===== src/rtl/cbk_pkg.sv =====
// Package: shared state encoding and helpers for the collision backoff controller.
// Assumes: nothing beyond IEEE 1800-2017 elaboration.
package cbk_pkg;

    typedef enum logic [1:0] {
        ST_IDLE    = 2'd0,
        ST_XMIT    = 2'd1,
        ST_JAM     = 2'd2,
        ST_BACKOFF = 2'd3
    } cbk_state_e;

    // Smaller of two unsigned counts, used to cap the backoff exponent.
    function automatic int unsigned cbk_min(input int unsigned a, input int unsigned b);
        return (a < b) ? a : b;
    endfunction

endpackage


===== src/rtl/cbk_lfsr.sv =====
// Module: cbk_lfsr
// Free-running Galois shift register (right-shifting) that supplies the
// random bits for backoff draws. It advances on every clock, whether or not
// a draw is pending.
// Assumes: TAPS gives a maximal-length polynomial for WIDTH, SEED is
// non-zero, and OUT_W <= WIDTH.
module cbk_lfsr #(
    parameter int               WIDTH = 16,
    parameter logic [WIDTH-1:0] TAPS  = 16'hB400,
    parameter logic [WIDTH-1:0] SEED  = 16'hACE1,
    parameter int               OUT_W = 10
) (
    input  logic             clk,
    input  logic             rst_n,
    output logic [OUT_W-1:0] rnd
);

    logic [WIDTH-1:0] state_q;

    // Step the register once per clock; load the seed on reset.
    always_ff @(posedge clk) begin
        if (!rst_n) begin
            state_q <= SEED;
        end else if (state_q[0]) begin
            state_q <= (state_q >> 1) ^ TAPS;
        end else begin
            state_q <= state_q >> 1;
        end
    end

    assign rnd = state_q[OUT_W-1:0];

    AST_LFSR_LIVE: assert property (@(posedge clk) disable iff (!rst_n)
        state_q != '0);

endmodule


===== src/rtl/cbk_jam_timer.sv =====
// Module: cbk_jam_timer
// Counts the jam length in bit ticks. A start pulse arms the timer. The
// last output is high in the cycle of the final tick, so the sequencer can
// leave the jam state on that clock edge.
// Assumes: JAM_BITS >= 2, and start is never given while the timer is armed.
module cbk_jam_timer #(
    parameter int JAM_BITS = 32
) (
    input  logic clk,
    input  logic rst_n,
    input  logic start,
    input  logic tick,
    output logic last
);

    localparam int CNT_W = $clog2(JAM_BITS);
    localparam logic [CNT_W-1:0] CNT_LAST = CNT_W'(JAM_BITS - 1);

    logic             active_q;
    logic [CNT_W-1:0] cnt_q;

    assign last = active_q && tick && (cnt_q == CNT_LAST);

    // Arm on start, count ticks while armed, disarm after the final tick.
    always_ff @(posedge clk) begin
        if (!rst_n) begin
            active_q <= 1'b0;
            cnt_q    <= '0;
        end else if (start) begin
            active_q <= 1'b1;
            cnt_q    <= '0;
        end else if (last) begin
            active_q <= 1'b0;
            cnt_q    <= '0;
        end else if (active_q && tick) begin
            cnt_q <= cnt_q + 1'b1;
        end
    end

    AST_JAM_STALL: assert property (@(posedge clk) disable iff (!rst_n)
        (active_q && !tick && !start) |=> (active_q && $stable(cnt_q)));

    AST_JAM_NO_RESTART: assert property (@(posedge clk) disable iff (!rst_n)
        start |-> !active_q);

endmodule


===== src/rtl/cbk_backoff_timer.sv =====
// Module: cbk_backoff_timer
// Counts down a backoff given in slots, each SLOT_BITS bit ticks long.
// expire is high in the cycle of the final tick of the final slot.
// Assumes: load comes with a non-zero slot count, and SLOT_BITS >= 2.
module cbk_backoff_timer #(
    parameter int SLOT_BITS = 512,
    parameter int SLOTS_W   = 11
) (
    input  logic               clk,
    input  logic               rst_n,
    input  logic               load,
    input  logic [SLOTS_W-1:0] slots_in,
    input  logic               tick,
    output logic               expire
);

    localparam int BIT_W = $clog2(SLOT_BITS);
    localparam logic [BIT_W-1:0] BIT_LAST = BIT_W'(SLOT_BITS - 1);

    logic               active_q;
    logic [SLOTS_W-1:0] slots_q;
    logic [BIT_W-1:0]   bit_q;
    logic               slot_end;

    assign slot_end = active_q && tick && (bit_q == BIT_LAST);
    assign expire   = slot_end && (slots_q == SLOTS_W'(1));

    // Load the slot count, then step bit and slot counters on each tick.
    always_ff @(posedge clk) begin
        if (!rst_n) begin
            active_q <= 1'b0;
            slots_q  <= '0;
            bit_q    <= '0;
        end else if (load) begin
            active_q <= 1'b1;
            slots_q  <= slots_in;
            bit_q    <= '0;
        end else if (slot_end) begin
            bit_q <= '0;
            if (slots_q == SLOTS_W'(1)) begin
                active_q <= 1'b0;
            end else begin
                slots_q <= slots_q - 1'b1;
            end
        end else if (active_q && tick) begin
            bit_q <= bit_q + 1'b1;
        end
    end

    AST_BO_NONZERO: assert property (@(posedge clk) disable iff (!rst_n)
        load |-> (slots_in != '0));

    AST_BO_STALL: assert property (@(posedge clk) disable iff (!rst_n)
        (active_q && !tick && !load) |=> ($stable(slots_q) && $stable(bit_q)));

endmodule


===== src/rtl/cbk_fsm.sv =====
// Module: cbk_fsm
// Retry sequencer. It grants transmit permission, turns a collision into a
// jam, counts collided attempts, and chooses after each jam between
// backing off and abandoning the frame. Success and abandon are reported as
// registered one-cycle pulses.
// Assumes: tx_req is dropped in the cycle a pulse appears; the jam and
// backoff timers report their final tick through jam_last and bo_expire.
module cbk_fsm
    import cbk_pkg::*;
#(
    parameter int MAX_ATTEMPTS = 16,
    parameter int ATT_W        = 5
) (
    input  logic             clk,
    input  logic             rst_n,
    input  logic             tx_req,
    input  logic             col_det,
    input  logic             tx_end,
    input  logic             retry_dis,
    input  logic             force_ok,
    input  logic             jam_last,
    input  logic             bo_expire,
    output logic             jam_start,
    output logic             bo_load,
    output logic [ATT_W-1:0] att,
    output logic             jam_en,
    output logic             tx_go,
    output logic             tx_done,
    output logic             retry_err
);

    localparam logic [ATT_W-1:0] ATT_LIMIT = ATT_W'(MAX_ATTEMPTS);

    cbk_state_e       state_q, state_d;
    logic [ATT_W-1:0] att_q, att_d;
    logic             forced_q, forced_d;
    logic             done_q, done_d;
    logic             err_q, err_d;
    logic             coll;

    assign coll = col_det || forced_q;

    // Next-state decision: attempt start, collision, jam end, backoff end.
    always_comb begin
        state_d   = state_q;
        att_d     = att_q;
        forced_d  = forced_q;
        done_d    = 1'b0;
        err_d     = 1'b0;
        jam_start = 1'b0;
        bo_load   = 1'b0;
        unique case (state_q)
            ST_IDLE: begin
                att_d = '0;
                if (tx_req) begin
                    state_d  = ST_XMIT;
                    forced_d = force_ok;
                end
            end
            ST_XMIT: begin
                if (coll) begin
                    state_d   = ST_JAM;
                    att_d     = att_q + 1'b1;
                    forced_d  = 1'b0;
                    jam_start = 1'b1;
                end else if (tx_end) begin
                    state_d = ST_IDLE;
                    att_d   = '0;
                    done_d  = 1'b1;
                end
            end
            ST_JAM: begin
                if (jam_last) begin
                    if (retry_dis || (att_q == ATT_LIMIT)) begin
                        state_d = ST_IDLE;
                        att_d   = '0;
                        err_d   = 1'b1;
                    end else begin
                        state_d = ST_BACKOFF;
                        bo_load = 1'b1;
                    end
                end
            end
            ST_BACKOFF: begin
                if (bo_expire) begin
                    state_d  = ST_XMIT;
                    forced_d = force_ok;
                end
            end
            default: state_d = ST_IDLE;
        endcase
    end

    // Register the state, attempt count, forced flag and result pulses.
    always_ff @(posedge clk) begin
        if (!rst_n) begin
            state_q  <= ST_IDLE;
            att_q    <= '0;
            forced_q <= 1'b0;
            done_q   <= 1'b0;
            err_q    <= 1'b0;
        end else begin
            state_q  <= state_d;
            att_q    <= att_d;
            forced_q <= forced_d;
            done_q   <= done_d;
            err_q    <= err_d;
        end
    end

    assign att       = att_q;
    assign jam_en    = (state_q == ST_JAM);
    assign tx_go     = (state_q == ST_XMIT);
    assign tx_done   = done_q;
    assign retry_err = err_q;

    AST_COLL_JAMS: assert property (@(posedge clk) disable iff (!rst_n)
        (state_q == ST_XMIT && col_det) |=> (state_q == ST_JAM && !done_q));

    AST_ATT_LIMIT: assert property (@(posedge clk) disable iff (!rst_n)
        att_q <= ATT_LIMIT);

    AST_ERR_FROM_JAM: assert property (@(posedge clk) disable iff (!rst_n)
        err_q |-> ($past(state_q) == ST_JAM));

    AST_DONE_PULSE: assert property (@(posedge clk) disable iff (!rst_n)
        done_q |=> !done_q);

    AST_SINGLE_SHOT: assert property (@(posedge clk) disable iff (!rst_n)
        (state_q == ST_JAM && jam_last && retry_dis) |=> err_q);

    AST_FORCED_HIT: assert property (@(posedge clk) disable iff (!rst_n)
        (state_q == ST_BACKOFF && bo_expire && force_ok) |=> ##1 (state_q == ST_JAM));

endmodule


===== src/rtl/coll_backoff_ctrl.sv =====
// Module: coll_backoff_ctrl (top)
// Collision jam and backoff controller for one transmit channel. It ties
// together the retry sequencer, the jam and backoff timers and the random
// source, and computes the capped backoff draw from the collision count.
// Assumes: bit_tick is a one-cycle strobe; K_CAP <= LFSR_W and K_CAP < 31;
// JAM_BITS and SLOT_BITS are at least 2.
module coll_backoff_ctrl #(
    parameter int                JAM_BITS     = 32,
    parameter int                SLOT_BITS    = 512,
    parameter int                MAX_ATTEMPTS = 16,
    parameter int                K_CAP        = 10,
    parameter int                LFSR_W       = 16,
    parameter logic [LFSR_W-1:0] LFSR_TAPS    = 16'hB400,
    parameter logic [LFSR_W-1:0] LFSR_SEED    = 16'hACE1
) (
    input  logic clk,
    input  logic rst_n,
    input  logic bit_tick,
    input  logic tx_req,
    input  logic tx_end,
    input  logic col_det,
    input  logic retry_dis,
    input  logic int_loop,
    input  logic force_col,
    output logic jam_en,
    output logic tx_go,
    output logic tx_done,
    output logic retry_err
);

    import cbk_pkg::*;

    localparam int ATT_W   = $clog2(MAX_ATTEMPTS + 1);
    localparam int SLOTS_W = K_CAP + 1;

    logic               force_ok;
    logic               jam_start;
    logic               jam_last;
    logic               bo_load;
    logic               bo_expire;
    logic [ATT_W-1:0]   att;
    logic [K_CAP-1:0]   rnd;
    logic [K_CAP-1:0]   slot_mask;
    logic [SLOTS_W-1:0] slot_cnt;
    int unsigned        k_exp;

    assign force_ok = int_loop && force_col;

    // Capped exponent, k-bit mask and draw in 1 .. 2^k slots.
    always_comb begin
        k_exp     = cbk_min(32'(att), K_CAP);
        slot_mask = K_CAP'((64'd1 << k_exp) - 64'd1);
        slot_cnt  = {1'b0, rnd & slot_mask} + SLOTS_W'(1);
    end

    cbk_lfsr #(
        .WIDTH (LFSR_W),
        .TAPS  (LFSR_TAPS),
        .SEED  (LFSR_SEED),
        .OUT_W (K_CAP)
    ) u_lfsr (
        .clk   (clk),
        .rst_n (rst_n),
        .rnd   (rnd)
    );

    cbk_jam_timer #(
        .JAM_BITS (JAM_BITS)
    ) u_jam (
        .clk   (clk),
        .rst_n (rst_n),
        .start (jam_start),
        .tick  (bit_tick),
        .last  (jam_last)
    );

    cbk_backoff_timer #(
        .SLOT_BITS (SLOT_BITS),
        .SLOTS_W   (SLOTS_W)
    ) u_backoff (
        .clk      (clk),
        .rst_n    (rst_n),
        .load     (bo_load),
        .slots_in (slot_cnt),
        .tick     (bit_tick),
        .expire   (bo_expire)
    );

    cbk_fsm #(
        .MAX_ATTEMPTS (MAX_ATTEMPTS),
        .ATT_W        (ATT_W)
    ) u_fsm (
        .clk       (clk),
        .rst_n     (rst_n),
        .tx_req    (tx_req),
        .col_det   (col_det),
        .tx_end    (tx_end),
        .retry_dis (retry_dis),
        .force_ok  (force_ok),
        .jam_last  (jam_last),
        .bo_expire (bo_expire),
        .jam_start (jam_start),
        .bo_load   (bo_load),
        .att       (att),
        .jam_en    (jam_en),
        .tx_go     (tx_go),
        .tx_done   (tx_done),
        .retry_err (retry_err)
    );

    AST_SLOT_RANGE: assert property (@(posedge clk) disable iff (!rst_n)
        bo_load |-> (32'(slot_cnt) <= (32'd1 << k_exp)));

    AST_JAM_THEN_BACKOFF: assert property (@(posedge clk) disable iff (!rst_n)
        bo_load |-> (jam_en && jam_last));

    AST_BACKOFF_THEN_GO: assert property (@(posedge clk) disable iff (!rst_n)
        bo_expire |=> tx_go);

    AST_JAM_ON_COLL: assert property (@(posedge clk) disable iff (!rst_n)
        (tx_go && col_det) |=> (jam_en && !tx_go));

endmodule


===== config.mk =====
export PLATFORM = sky130hd
export DESIGN_NAME = coll_backoff_ctrl
export DESIGN_NICKNAME = d
export VERILOG_FILES = /design/src/rtl/cbk_pkg.sv /design/src/rtl/cbk_lfsr.sv /design/src/rtl/cbk_jam_timer.sv /design/src/rtl/cbk_backoff_timer.sv /design/src/rtl/cbk_fsm.sv /design/src/rtl/coll_backoff_ctrl.sv
export SDC_FILE = /design/constraint.sdc
export NUM_CORES = 1
export LEC_CHECK = 0
export BUFFER_PORTS_ARGS = -buffer_cell sky130_fd_sc_hd__buf_2
export CELL_PAD_IN_SITES_DETAIL_PLACEMENT = 0
export CELL_PAD_IN_SITES_GLOBAL_PLACEMENT = 1
export CORE_MARGIN = 4
export CORE_UTILIZATION = 46
export DETAILED_ROUTE_END_ITERATION = 7
export PLACE_DENSITY_LB_ADDON = 0.1
export SLEW_MARGIN = 20
export SYNTH_ARGS = -nofsm -noshare
export SYNTH_HDL_FRONTEND = slang
export SYNTH_SLANG_ARGS = --single-unit

===== constraint.sdc =====
create_clock -name clk -period 3.35 [get_ports clk]
set_clock_uncertainty 0.2 [all_clocks]
set_input_delay 0.67 -clock clk [delete_from_list [all_inputs] [get_ports clk]]
set_output_delay 0.67 -clock clk [all_outputs]
set_load 0.05 [all_outputs]

### After elaboration in Yosys (flattened, before gate mapping)

Cells that the tools add are included.

* order comparisons: 1
* eq/ne operators: 14
* bitwise logic cells: 4
* reductions and logical operators: 23
* multiplexer cells: 33
* add/subtract/negate cells: 6
* shift-type cells: 1

Operator list (count)
* $mux 11: 3
* $mux 5: 5
* $mux 16: 1
* $mux 1: 15
* $pmux 5 s3: 1
* $mux 2: 6
* $reduce_and 4->1: 3
* $add 10x1->11 const B: 1
* $eq 11x1->1 const B: 1
* $sub 11x1->11 const B: 1
* $add 5x1->5 const B: 2
* $and 10x10->10: 1
* $eq 5x5->1 const B: 2
* $shl 1x5->10 const A: 1
* $sub 10x1->10 const B: 1
* $add 9x1->9 const B: 1
* $eq 9x9->1 const B: 1
* $reduce_or 3->1: 3
* $pmux 2 s4: 1
* $logic_and 1x1->1: 6
* $ne 2x1->1 const B: 3
* $ne 2x2->1 const B: 3
* $reduce_bool 2->1: 3
* $reduce_bool 3->1: 2
* 11 further kinds: 15

* input bits: 9
* logic and storage cells: 93
* flip-flop bits (word level): 53
* output and inout port bits: 4

### Longest topological paths before layout

* depth after elaboration: 7
* mapped depth: 12

### Cells and area by module

Synthesis repeated with hierarchy kept, for this count alone.

* cell total of the unflattened synthesis: 354
* area total of the unflattened synthesis: 3055.4 um2

By module, submodules not included
* cbk_backoff_timer: area an instance 1107.3 um2, cells each 135, times used 1
* cbk_fsm: area an instance 668.1 um2, cells each 71, times used 1
* cbk_lfsr: area an instance 528.0 um2, cells each 46, times used 1
* coll_backoff_ctrl: area an instance 464.2 um2, cells each 72, times used 1
* cbk_jam_timer: area an instance 287.8 um2, cells each 30, times used 1

### Worst setup path before layout

OpenSTA, ideal clock, no wires.

* kind: flip-flop to flip-flop
* start: register u_fsm.att_q[2], in the netlist u_fsm.att[2]
* end: register u_backoff.slots_q[10]
* data arrival time: 2381 ps
* library setup time: 92 ps
* period minus slack after synthesis: 2673 ps
* path buffers: 1
* slack: 677 ps
* stages on the path, launching flop included: 13
* data required time: 3058 ps
* cells stage by stage: dfxtp_1 > clkbuf_1 > nor2_1 > nand3_1 > ha_1 > nand2b_1 > inv_1 > ha_1 > nand2_1 > or3_1 > nor3_1 > a21oi_1 > nor4_1

* longest elaborated chain between the ends: 7

RTL lines
* start: declaration: line cbk_fsm.sv:35 `logic [ATT_W-1:0] att_q, att_d;`
* start signal: assignment: line cbk_fsm.sv:104 `att_q <= att_d;`
* $lt 5x4->1 or $eq 5x5->1 (tied branches): line cbk_pkg.sv:14, cbk_fsm.sv:74
* $mux 5 or $logic_or 1x1->1 (tied branches): line cbk_pkg.sv:14, cbk_fsm.sv:74
* $shl 1x5->10 or $mux 1 (tied branches): line coll_backoff_ctrl.sv:52, cbk_fsm.sv:74
* $sub 10x1->10 or $mux 1 (tied branches): line coll_backoff_ctrl.sv:52, cbk_fsm.sv:73
* $and 10x10->10 or $mux 1 (tied branches): line coll_backoff_ctrl.sv:53, cbk_fsm.sv:52
* $add 10x1->11, or another cell as far along: line coll_backoff_ctrl.sv:53 `slot_cnt = {1'b0, rnd & slot_mask} + SLOTS_W'(1);`
* $mux 11 or $reduce_and 2->1 (tied branches)
* end signal: assignment: line cbk_backoff_timer.sv:36 `slots_q <= slots_in;`
* end signal: assignment: line cbk_backoff_timer.sv:43 `slots_q <= slots_q - 1'b1;`
* end: declaration: line cbk_backoff_timer.sv:21 `logic [SLOTS_W-1:0] slots_q;`

Parallel ways exist; a longest one is shown, timed or not.
A chain may end at the register's enable or synchronous reset.

### Final worst setup path

* start: register u_jam.cnt_q[0]
* end: register u_fsm.att_q[2], in the netlist u_fsm.att[2]

* longest elaborated chain between the ends: 4

RTL lines
* start: declaration: line cbk_jam_timer.sv:20 `logic [CNT_W-1:0] cnt_q;`
* start signal: assignment: line cbk_jam_timer.sv:36 `cnt_q <= cnt_q + 1'b1;`
* $eq 5x5->1: line cbk_jam_timer.sv:22 `assign last = active_q && tick && (cnt_q == CNT_LAST);`
* $logic_and 1x1->1: line cbk_jam_timer.sv:22
* $ne 2x1->1 (no source line)
* $reduce_and 4->1 (no source line)

Every way passes these cells.

==> reports/metrics.cfg <==
[outcome]
status = complete, no violations

[global_routing]
grt.total_usage_pct = 16.6
antenna_found_initial = 0
grt-ovfl-total = 0
grt_pass1_vias = 2124
grt_pass1_wl_mm = 9.96
grt_max_degree = 30

[final_layout]
instances_no_fill = 418
final_common_cell = dfxtp_1
syn2layout_area_growth_pct = 7.12
drive_gt1_share_pct = 7.23
final_area_um2 = 2950
final.fill_count = 553
final_cell_mix = dfxtp_1, nand2_1, nor2_1
num-nets-final = 368
num_antenna_cells = 0

[sta]
timing.final.crit_share_pct = 85.4
drv_slew = 0
finalHoldViolCount = 0
worst_hold_slack_ns = 0.214
rsz0062_at_grt = false
relSlewSlack_pct = 58.5
finalSetupTns_ns = 0
tightest_slew_ns = 0.618
fmax_mhz = 350
setup_violations = 0
fin_crit_ns = 2.86

[synth]
synth_edf_count = 0
ys_ff_latch = 53
ys_types = 49
async_reset_ff_share_pct = 0
avgSynthCellArea_um2 = 8.21
synth_fp_nets = 359
synthCells = 336
synth-seq-area-share_pct = 38.5
netlist_area_um2 = 2760
yosysWarnings = 0
ys.flop_type = dfxtp_1

[job]
drv_cap = 0

[setup_path]
crit_arrival_ns = 2.89
path_class = reg2reg
worstPathRequired_ns = 3.38
worst_setup_path_end_kind = register
cp_max_fo = 8
worstSetupStartpointType = register

[routing]
drt-initial-drc-count = 107
first_pass_iters = 4
wl_mm = 5.59
ant_nets = 0
vias_per_cell = 5.40
drc = 0
routedWlPerCell_um = 13.4
via_count = 2257

[placed_design]
dp_cells = 410
dpl_cell_area_um2 = 2870
gp_congestion = 0.796
dp_hpwl_mm = 4.13
portBuffers = 12

[power]
power.net_switching_mw = 0.306
ir_worst_vdd_mv = 0.194
leakage_nw = 1.15
netSwitchingFraction_pct = 26.4
p_int_mw = 0.852
p_clk_share_pct = 30.3
power_density_nw_per_um2 = 392
p_comb_share_pct = 12.1
power_frac_seq_pct = 57.6

[cts]
cts_setup_buffers = 0
cts_buffer_depth = 2
cts_resized = 0
cts_tree = built
clkLatencyLatePin_ns = 0.30
cts_hold_buffers = 0
cts_root_buf = clkbuf_8
numClockSinks = 53
numCtsBuffers = 5
clk_pin_slew_worst_paths_ns = 0.09
htree_levels = 2

[die]
die_h_um = 85.4
fp.dieW_um = 85.4
fp-row-count = 27
start_util_pct = 48.6
core_um2 = 5680
pin_count = 13
die_area_um2 = 7300

[hold_path]
hp-class = reg2reg

==> registers in the layout (all words and copies together), names as in the netlist <==
register	cells
u_backoff.active_q	1
u_backoff.bit_q	9
u_backoff.slots_q	11
u_fsm.att	5
u_fsm.forced_q	1
u_fsm.retry_err	1
u_fsm.state_q	2
u_fsm.tx_done	1
u_jam.active_q	1
u_jam.cnt_q	5
u_lfsr.state_q	16
==> path summary, 6_finish.rpt <==
check	from	to	slack [ns]	cells after the start
setup / recovery	u_jam.cnt_q[0]$_SDFFE_PP0P_	u_fsm.att[2]$_SDFFE_PN0P_	0.49	9
hold / removal	u_lfsr.state_q[12]$_SDFF_PN0_	u_lfsr.state_q[11]$_SDFF_PN1_	0.21	1
setup reg to reg	u_jam.cnt_q[0]$_SDFFE_PP0P_	u_fsm.att[2]$_SDFFE_PN0P_	0.49	9
hold reg to reg	u_lfsr.state_q[12]$_SDFF_PN0_	u_lfsr.state_q[11]$_SDFF_PN1_	0.21	1
==> per-stage QoR <==
stage	util, %	power [mW]	setup WS (ns)
2_1_floorplan	-	0.786	0.677
3_3_place_gp	50.6	0.822	0.555
3_5_place_dp	50.6	0.821	0.521
4_1_cts	52.1	1.18	0.477
5_1_grt	52.1	1.22	0.229
6_report	52.1	1.16	0.489
==> routing by layer <==
layer  vias to the layer above  share of wire [%]  GRT usage (%)
met4                         0                1.6           5.47
met2                        25                 47           27.8
met1                      1035                 50           21.4
met3                        10                2.2           3.01
met5                         -                  0              0
li1                       1187                  -              -
==> critical path, cell delays in order (launching register included) <==
cell and delay (ns):
dfxtp_1 0.38, ha_1 0.19, and3_1 0.16, ha_1 0.28, nand3_1 0.20, a21o_1 0.22
a211o_4 0.37, or2_1 0.26, or3b_1 0.38, a21oi_1 0.15
==> cells by family (layout without fill, tap and decap cells) <==
logic type / count (synthesis) / count (layout) / share of synthesized area (%)
AND/OR/NAND/NOR: 152 / 152 / 28.6
AO/OA/AOI/OAI: 65 / 65 / 14.3
flip-flops: 53 / 53 / 38.5
buffers and inverters: 26 / 36 / 3.95
XOR/XNOR: 25 / 25 / 7.94
adder cells (fa/ha/maj): 14 / 14 / 6.35
multiplexers: 1 / 1 / 0.408
==> layout make-up <==
class / count / area, µm² / share of cell area (%)
Multi-Input combinational cell: 257 / 1590 / 53.7
Sequential cell: 53 / 1060 / 35.9
Tap cell: 72 / 90.1 / 3.05
Timing Repair Buffer: 15 / 82.6 / 2.80
Clock buffer: 7 / 76.3 / 2.58
Inverter: 13 / 48.8 / 1.65
Clock inverter: 1 / 7.51 / 0.254
==> power by group through the flow <==
stage | sequential [mW] | combinational (mW) | clock (mW)
CTS | 0.667 | 0.141 | 0.370
floorplan | 0.676 | 0.109 | 0
global route | 0.671 | 0.158 | 0.394
detailed placement | 0.682 | 0.139 | 0
global placement | 0.682 | 0.140 | 0
finish | 0.667 | 0.140 | 0.351
==> synthesized netlist by cell type (4+ instances only) <==
master / count / area share (%)
a211oi_1: 6 / 1.6
a21oi_1: 24 / 4.4
and2_1: 10 / 2.3
clkbuf_1: 9 / 1.2
dfxtp_1: 53 / 38
ha_1: 14 / 6.4
inv_1: 12 / 1.6
nand2_1: 34 / 4.6
nand2b_1: 7 / 1.6
nand3_1: 18 / 3.3
nand4_1: 4 / 0.91
nor2_1: 33 / 4.5
nor2b_1: 4 / 0.91
nor3_1: 7 / 1.3
nor4_1: 6 / 1.4
o21ai_0: 5 / 0.91
o21ai_1: 15 / 2.7
or2_1: 4 / 0.91
or3_1: 6 / 1.4
xnor2_1: 13 / 4.1
xor2_1: 12 / 3.8
Power figures use the tool's default switching activity.
